==> src/rtl/irq_seq_pkg.sv <==
package irq_seq_pkg;

  typedef enum logic [3:0] {
    S_IDLE,
    S_ACK,
    S_PUSH_F,
    S_PUSH_PC,
    S_RD_VEC,
    S_WAIT_V,
    S_POP_PC,
    S_POP_F,
    S_WAIT_F,
    S_LOAD
  } seq_state_t;

  typedef enum logic [2:0] {
    EV_NONE,
    EV_NMI,
    EV_IRQ,
    EV_SWI,
    EV_RET
  } seq_event_t;

  localparam logic [7:0] NMI_VECTOR = 8'd2;

endpackage

==> src/rtl/irq_event_arb.sv <==
module irq_event_arb
  import irq_seq_pkg::*;
(
  input  logic       nmi_req,
  input  logic       irq_req,
  input  logic       swi_req,
  input  logic       iret_req,
  input  logic       ie_flag,
  output seq_event_t ev
);

  // Fixed priority: non-maskable, enabled maskable, trap, return.
  always_comb begin
    if (nmi_req)                 ev = EV_NMI;
    else if (irq_req && ie_flag) ev = EV_IRQ;
    else if (swi_req)            ev = EV_SWI;
    else if (iret_req)           ev = EV_RET;
    else                         ev = EV_NONE;
  end

endmodule

==> src/rtl/irq_stack_ptr.sv <==
module irq_stack_ptr #(
  parameter int            AW      = 32,
  parameter int            STEP    = 4,
  parameter logic [AW-1:0] SP_INIT = '0
) (
  input  logic          clk,
  input  logic          rst,
  input  logic          push,
  input  logic          pop,
  output logic [AW-1:0] sp,
  output logic [AW-1:0] sp_dec
);

  localparam logic [AW-1:0] STEP_W = AW'(STEP);

  assign sp_dec = sp - STEP_W;

  always_ff @(posedge clk) begin
    if (rst)       sp <= SP_INIT;
    else if (push) sp <= sp - STEP_W;
    else if (pop)  sp <= sp + STEP_W;
  end

endmodule

==> src/rtl/irq_seq_fsm.sv <==
module irq_seq_fsm
  import irq_seq_pkg::*;
(
  input  logic       clk,
  input  logic       rst,
  input  logic       start,
  input  seq_event_t ev,
  output seq_state_t state
);

  seq_state_t nxt;

  always_comb begin
    nxt = state;
    unique case (state)
      S_IDLE: begin
        if (start) begin
          unique case (ev)
            EV_NMI, EV_SWI: nxt = S_PUSH_F;
            EV_IRQ:         nxt = S_ACK;
            EV_RET:         nxt = S_POP_PC;
            default:        nxt = S_IDLE;
          endcase
        end
      end
      S_ACK:     nxt = S_PUSH_F;
      S_PUSH_F:  nxt = S_PUSH_PC;
      S_PUSH_PC: nxt = S_RD_VEC;
      S_RD_VEC:  nxt = S_WAIT_V;
      S_WAIT_V:  nxt = S_LOAD;
      S_POP_PC:  nxt = S_POP_F;
      S_POP_F:   nxt = S_WAIT_F;
      S_WAIT_F:  nxt = S_LOAD;
      S_LOAD:    nxt = S_IDLE;
      default:   nxt = S_IDLE;
    endcase
  end

  always_ff @(posedge clk) begin
    if (rst) state <= S_IDLE;
    else     state <= nxt;
  end

endmodule

==> src/rtl/irq_entry_seq.sv <==
module irq_entry_seq
  import irq_seq_pkg::*;
#(
  parameter int            AW      = 32,
  parameter int            FW      = 16,
  parameter int            IE_BIT  = 9,
  parameter logic [AW-1:0] SP_INIT = 32'h0000_0800
) (
  input  logic          clk,
  input  logic          rst,
  input  logic          instr_done,
  input  logic [AW-1:0] pc_next,
  input  logic [FW-1:0] flags_in,
  input  logic          nmi_req,
  input  logic          irq_req,
  input  logic          swi_req,
  input  logic [7:0]    swi_vec,
  input  logic          iret_req,
  output logic          irq_ack,
  input  logic [7:0]    irq_vec_in,
  output logic          mem_req,
  output logic          mem_we,
  output logic [AW-1:0] mem_addr,
  output logic [AW-1:0] mem_wdata,
  input  logic [AW-1:0] mem_rdata,
  output logic          busy,
  output logic          pc_load,
  output logic [AW-1:0] pc_out,
  output logic          flags_load,
  output logic [FW-1:0] flags_out,
  output logic [AW-1:0] sp_out
);

  localparam int            STEP    = AW / 8;
  localparam logic [FW-1:0] IE_MASK = FW'(1) << IE_BIT;

  seq_event_t    ev;
  seq_state_t    state;
  logic [AW-1:0] sp, sp_dec;
  logic          push, pop;
  logic [AW-1:0] ret_pc;
  logic [FW-1:0] sav_flags;
  logic [7:0]    vec;
  logic [AW-1:0] pc_q;
  logic [FW-1:0] flags_q;

  irq_event_arb u_arb (
    .nmi_req  (nmi_req),
    .irq_req  (irq_req),
    .swi_req  (swi_req),
    .iret_req (iret_req),
    .ie_flag  (flags_in[IE_BIT]),
    .ev       (ev)
  );

  irq_seq_fsm u_fsm (
    .clk   (clk),
    .rst   (rst),
    .start (instr_done),
    .ev    (ev),
    .state (state)
  );

  irq_stack_ptr #(
    .AW      (AW),
    .STEP    (STEP),
    .SP_INIT (SP_INIT)
  ) u_sp (
    .clk    (clk),
    .rst    (rst),
    .push   (push),
    .pop    (pop),
    .sp     (sp),
    .sp_dec (sp_dec)
  );

  assign push = (state == S_PUSH_F) || (state == S_PUSH_PC);
  assign pop  = (state == S_POP_PC) || (state == S_POP_F);

  // Context capture and result registers.
  always_ff @(posedge clk) begin
    if (rst) begin
      ret_pc    <= '0;
      sav_flags <= '0;
      vec       <= '0;
      pc_q      <= '0;
      flags_q   <= '0;
    end else begin
      unique case (state)
        S_IDLE: begin
          if (instr_done && ev != EV_NONE) begin
            ret_pc    <= pc_next;
            sav_flags <= flags_in;
            vec       <= (ev == EV_NMI) ? NMI_VECTOR : swi_vec;
          end
        end
        S_ACK:    vec     <= irq_vec_in;
        S_WAIT_V: begin
          pc_q    <= mem_rdata;
          flags_q <= sav_flags & ~IE_MASK;
        end
        S_POP_F:  pc_q    <= mem_rdata;
        S_WAIT_F: flags_q <= mem_rdata[FW-1:0];
        default: ;
      endcase
    end
  end

  // Port decode from the state register.
  always_comb begin
    mem_req   = 1'b0;
    mem_we    = 1'b0;
    mem_addr  = '0;
    mem_wdata = '0;
    unique case (state)
      S_PUSH_F: begin
        mem_req   = 1'b1;
        mem_we    = 1'b1;
        mem_addr  = sp_dec;
        mem_wdata = AW'(sav_flags);
      end
      S_PUSH_PC: begin
        mem_req   = 1'b1;
        mem_we    = 1'b1;
        mem_addr  = sp_dec;
        mem_wdata = ret_pc;
      end
      S_RD_VEC: begin
        mem_req  = 1'b1;
        mem_addr = AW'({vec, 2'b00});
      end
      S_POP_PC, S_POP_F: begin
        mem_req  = 1'b1;
        mem_addr = sp;
      end
      default: ;
    endcase
  end

  assign irq_ack    = (state == S_ACK);
  assign busy       = (state != S_IDLE);
  assign pc_load    = (state == S_LOAD);
  assign flags_load = (state == S_LOAD);
  assign pc_out     = pc_q;
  assign flags_out  = flags_q;
  assign sp_out     = sp;

endmodule

==> config.mk <==
export PLATFORM = sky130hd
export DESIGN_NAME = irq_entry_seq
export DESIGN_NICKNAME = d
export VERILOG_FILES = /design/src/rtl/irq_seq_pkg.sv /design/src/rtl/irq_event_arb.sv /design/src/rtl/irq_stack_ptr.sv /design/src/rtl/irq_seq_fsm.sv /design/src/rtl/irq_entry_seq.sv
export SDC_FILE = /design/constraint.sdc
export NUM_CORES = 1
export LEC_CHECK = 0
export BUFFER_PORTS_ARGS = -buffer_cell sky130_fd_sc_hd__buf_2
export CAP_MARGIN = 30
export CORE_MARGIN = 2
export CORE_UTILIZATION = 35
export CTS_BUF_LIST = sky130_fd_sc_hd__clkbuf_16
export DETAILED_ROUTE_END_ITERATION = 8
export HOLD_SLACK_MARGIN = 0.15
export SETUP_SLACK_MARGIN = 0.02
export SLEW_MARGIN = 40
export SYNTH_ARGS = -nofsm -noshare
export SYNTH_HDL_FRONTEND = slang
export SYNTH_SLANG_ARGS = --single-unit
==> constraint.sdc <==
create_clock -name clk -period 3.2 [get_ports clk]
set_clock_uncertainty 0.05 [all_clocks]
set_input_delay 0.64 -clock clk [delete_from_list [all_inputs] [get_ports clk]]
set_output_delay 0.64 -clock clk [all_outputs]
set_load 0.02 [all_outputs]
Word level (Yosys, flattened, before mapping)
Index checks and enable logic that the tools add are counted.

Register bits after elaboration: 140. Bits in latches: 0. RAM bits: 0. ROM bits: 0. Input bits: 103. Output and inout bits: 150. Logic and storage cells: 59. Memories kept: 0.

Add/sub/neg operators: 2. Multiply operators: 0. Div/mod/pow operators: 0. Order comparisons: 0. Eq/ne operators: 15. Shift operators: 0. Multiplexer cells: 17. Bitwise operators: 0. Reductions and logical operators: 18.

Operator list (number): $pmux W32 S3 (1); $mux W32 (2); $pmux W32 S2 (1); $add A32 B3 Y32 const B (1); $pmux W16 S2 (1); $pmux W4 S8 (1); $sub A32 B3 Y32 const B (1); $eq A4 B3 Y1 const B (4); $mux W8 (2); $pmux W8 S2 (1); $mux W3 (4); $reduce_or A2 Y1 (5); $pmux W3 S3 (1); $eq A4 B2 Y1 const B (2); $eq A4 B4 Y1 const B (2); $eq A3 B2 Y1 const B (2); $reduce_bool A2 Y1 (3); $reduce_or A5 Y1 (1); $eq A4 B1 Y1 const B (1); $logic_not A4 Y1 (1); $mux W4 (1); $ne A2 B2 Y1 const B (2); $reduce_and A2 Y1 (2); $reduce_bool A4 Y1 (1); other kinds (6) (9).

Depth between registers and ports, before layout
Depth in word-level cells: 9. Depth in mapped cells: 9. Mapped depth without buffers: 7.

Hierarchy
A second synthesis with hierarchy kept.

Cells, all modules: 942. Area, all modules: 7430.9 um2.

Modules (own cells, without submodules): irq_entry_seq (instances 1, cells each 582, area an instance 4665.7 um2, seq. area each 2082.0 um2); irq_stack_ptr (instances 1, cells each 325, area an instance 2457.4 um2, seq. area each 600.6 um2); irq_seq_fsm (instances 1, cells each 30, area an instance 275.3 um2, seq. area each 80.1 um2); irq_event_arb (instances 1, cells each 5, area an instance 32.5 um2, seq. area each 0.0 um2).

Least setup slack after synthesis
OpenSTA, ideal clock, no wires.

Kind: reg-to-output. From: register u_sp.sp[12]. To: output mem_addr[21]. Arrival: 2.421 ns. Path slack: 0.089 ns. Cell stages (with the launch flop): 8. Buffers on the path: 3. Cell sequence: dfxtp_1 > buf_6 > or3_1 > buf_2 > or4_4 > buf_2 > or3_1 > a21oi_1.

Cells in the longest elaborated chain, start to end: 2.

RTL lines: start: declaration (RTL line irq_stack_ptr.sv:10) `output logic [AW-1:0] sp,`; start signal: assignment (RTL line irq_stack_ptr.sv:20) `else if (push) sp <= sp - STEP_W;`; start signal: assignment (RTL line irq_stack_ptr.sv:21) `else if (pop) sp <= sp + STEP_W;`; $sub A32 B3 Y32 (RTL line irq_stack_ptr.sv:16) `assign sp_dec = sp - STEP_W;`; $pmux W32 S3 (RTL line irq_entry_seq.sv:115) `unique case (state)`; end: declaration (RTL line irq_entry_seq.sv:23) `output logic [AW-1:0] mem_addr,`.

No other way between the ends.

Worst setup path in the final report
From: register u_sp.sp[10]. To: output mem_addr[21].

Same word-level chain as after synthesis.

==> results.py <==
metrics = {
    "cells_and_area": {
        "nFillCells": 2043,
        "regArea_sq_um": 2770,
        "final_net_count": 1294,
        "syn2layout_area_growth_pct": 34.3,
        "fin_area_sq_um": 9630,
        "final_cells": 1475,
        "drive_gt1_share_pct": 32.0,
        "utilization_pct": 47.8,
        "multi_input_area_sq_um": 4230,
    },
    "global_routing": {
        "grt_overflow": 0,
        "first_global_vias": 6798,
        "grt_max_degree": 62,
        "track_usage_pct": 21.6,
        "grt_pass1_wl_microns": 37400,
        "antenna_found_initial": 3,
    },
    "sta": {
        "hold_viol": 0,
        "period_needed_ns": 3.21,
        "fmax_ghz": 0.312,
        "setup-violations-final": 1,
        "maxSlewViolCount": 0,
        "post-route-period-util_pct": 100,
        "holdWs_ns": 0.400,
        "relSlewSlack_pct": 51.0,
        "rsz0062_at_grt": "yes",
        "tightest_slew_ns": 0.734,
        "layout_setup_ws_ns": -0.00509,
    },
    "synthesis": {
        "ys_top_cells_by_count": "nand2_1 (200), dfxtp_1 (138), a21oi_1 (101), nor2_1 (83), clkbuf_1 (65)",
        "netlist_top_cells_area": "dfxtp_1 (39%), nand2_1 (10%), a21oi_1 (7.0%), nor2_1 (4.3%), clkbuf_1 (3.4%)",
        "async_flop_share_pct": 0,
        "synthMuxAreaShare_pct": 3.33,
        "netlist.area_leader.share_pct": 38.5,
        "synth_edf_count": 0,
        "syn_inst": 961,
        "synth.most_common_cell": "nand2_1",
        "synth_compound_area_share_pct": 15.8,
        "synth_area_leader_cell": "dfxtp_1",
        "synth_top_family_by_area": "simple AND/OR/NAND/NOR gates",
        "synth_simple_gate_area_share_pct": 32.0,
        "yosys_register_bits": 138,
        "synth-seq-area-share_pct": 38.5,
        "syn-mean-instance-area_sq_um": 7.47,
        "yosysWarnings": 0,
        "synth_xor_xnor_area_share_pct": 4.27,
        "synth.distinct_cells": 62,
        "ys.flop_type": "dfxtp_1",
        "synth_area_sq_um": 7170,
        "synthAdderAreaFrac_pct": 0.349,
    },
    "floorplanning": {
        "die_w_microns": 147,
        "initial_utilization_pct": 35.6,
        "fp.dieH_microns": 147,
        "fp.dieArea_sq_um": 21700,
        "rows": 52,
        "core_area_sq_um": 20200,
        "ioPinCount": 253,
    },
    "cts": {
        "ctsRootBufferMaster": "clkbuf_16",
        "cts_sinks": 138,
        "insertion_delay_ns": 0.42,
        "clock_path_buffers": 2,
        "path_clk_slew_ns": 0.06,
        "cts_hold_buf": 0,
        "cts_tree": "built",
        "numCtsBuffers": 17,
        "htreeDepth": 4,
    },
    "drt": {
        "antenna_left": 0,
        "firstDrtPassIters": 5,
        "wl_per_cell_microns": 16.7,
        "viasPerCell": 5.18,
        "wirelength_microns": 24600,
        "drcViolationCount": 0,
        "drt_iter0_markers": 486,
        "met3_length_microns": 1960,
        "routed-via-count": 7637,
        "highest_layer": "met4",
        "drt-met1-wl_microns": 11500,
        "dr_wl_met2_microns": 10800,
    },
    "pwr": {
        "combPwrFrac_pct": 28.3,
        "power.share.clock_pct": 35.8,
        "pwr-share-seq_pct": 35.9,
        "ir_drop_uv": 466,
        "power.density_nw_per_um2": 562,
        "power.leakage_uw": 0.00403,
        "internal_power_uw": 3580,
        "power_uw": 5410,
        "switchingPower_uw": 1830,
        "switching_share_pct": 33.8,
    },
    "critical_path": {
        "cp_top_family": "simple AND/OR/NAND/NOR gates",
        "crit_path_end_kind": "primary output",
        "critPathMaxFanout": 11,
        "crit_required_ns": 2.51,
        "path_buf_inv": 1,
        "cp-start-kind": "register",
        "worst_ep_arrival_time_ns": 2.52,
        "worstSetupPathType": "reg2out",
        "cp_slowest_cell": "or4_4",
        "crit_path_cell_trace": "or3_4 > or4_4 > or3_1 > a21oi_1 > buf_4",
        "critPathMaxStageDelay_ns": 0.62,
    },
    "placement": {
        "gp_congestion": 0.899,
        "io_buffers": 248,
        "dp_hpwl_microns": 17400,
        "place_area_sq_um": 8760,
        "dp.cells": 1432,
    },
    "outcome": {
        "status": "finished with violations",
        "violations": "setup timing",
    },
    "job": {
        "cap_viol_max_count": 0,
    },
    "hold_path": {
        "hp-class": "reg2reg",
    },
}
==> repair_timing <==
action	CTS	global route
buffers inserted	2	4
resized for setup	21	24
pin swaps	2	6
endpoints found under the setup margin	16	18
gates cloned	0	1
==> metal layers <==
metal  vias up  track usage (%)
li1       3780                -
met1      3529             31.0
met2       301             31.5
met3        27             5.78
met4         0             6.63
met5         -                0
==> power by group through the flow <==
| stage | clock (uW) | combinational, uW | sequential, uW |
|---|---|---|---|
| after floorplan | 0 | 858 | 1980 |
| after detailed placement | 0 | 1380 | 1970 |
| final | 1940 | 1530 | 1940 |
| after CTS | 1990 | 1450 | 1940 |
| after global placement | 0 | 1370 | 1970 |
| after global routing | 2060 | 1650 | 1960 |
==> path summary, 6_finish.rpt <==
check,slack [ns],cells after the start,end,start
worst max-delay path,-0.005,5,mem_addr[21],u_sp.sp[10]
worst min-delay path,0.40,2,ret_pc[23],ret_pc[23]
worst max register to register,0.55,9,u_sp.sp[26],u_sp.sp[2]
worst min register to register,0.40,2,ret_pc[23],ret_pc[23]
==> layout make-up <==
cell class,count,share of cell area (%)
multi-input combinational,727,43.9
timing repair buffer,297,17.5
sequential,138,28.8
clock buffer,17,4.42
tap,270,3.51
antenna,3,0.0779
inverter,8,0.312
clock inverter,15,1.56
==> stage by stage <==
stage	TNS, ns	setup slack, ns
finish	-0.00509	-0.00509
global route	-0.443	-0.104
CTS	-0.00313	-0.00303
detailed placement	0	0.218
global placement	0	0.281
floorplan	0	0.0887
==> kinds of logic (layout without fill, tap and decap cells) <==
kind of cell / Yosys count / in the layout
and+or+nand+nor: 475 / 476
other: 1 / 7
AOI/OAI and AO/OA: 187 / 187
DFF: 138 / 138
adders and majority gates: 2 / 2
buffers and inverters: 100 / 337
muxes: 23 / 23
xor gates and xnor gates: 35 / 35
==> placed cells by master, fill, tap and decap left out, drive strengths merged, types with 3 or more instances in the layout <==
cell / synthesis / routed
conb: 1 / 4
mux2i: 16 / 16
inv: 8 / 11
and3: 6 / 6
nor4: 30 / 30
or2: 6 / 6
nand4: 12 / 12
a211oi: 17 / 17
xor2: 11 / 11
nor2: 84 / 84
mux2: 7 / 7
nor3: 26 / 26
nand3: 19 / 19
clkinvlp: 0 / 3
xnor2: 24 / 24
dfxtp: 138 / 138
or4: 11 / 12
clkinv: 0 / 7
nor3b: 6 / 6
nor2b: 11 / 11
or3: 18 / 18
a21o: 3 / 3
o21ai: 24 / 24
diode: 0 / 3
nand2: 200 / 200
clkbuf: 65 / 17
and2: 20 / 20
a21oi: 102 / 102
nand2b: 6 / 6
nand3b: 9 / 9
buf: 27 / 297
a311oi: 7 / 7
a22o: 16 / 16
==> tightest hold or removal path, stage by stage (launching register included) <==
cell and delay, ns:
dfxtp_1 0.30, nand2_1 0.05, a21oi_1 0.05
==> state kept, by name, indices dropped and copies added, names as in the netlist <==
signal / count
ret_pc: 32
vec: 8
u_sp.sp: 30
sav_flags: 16
pc_out: 32
flags_out: 16
u_fsm.state: 4
Power figures use the tool's default switching activity.
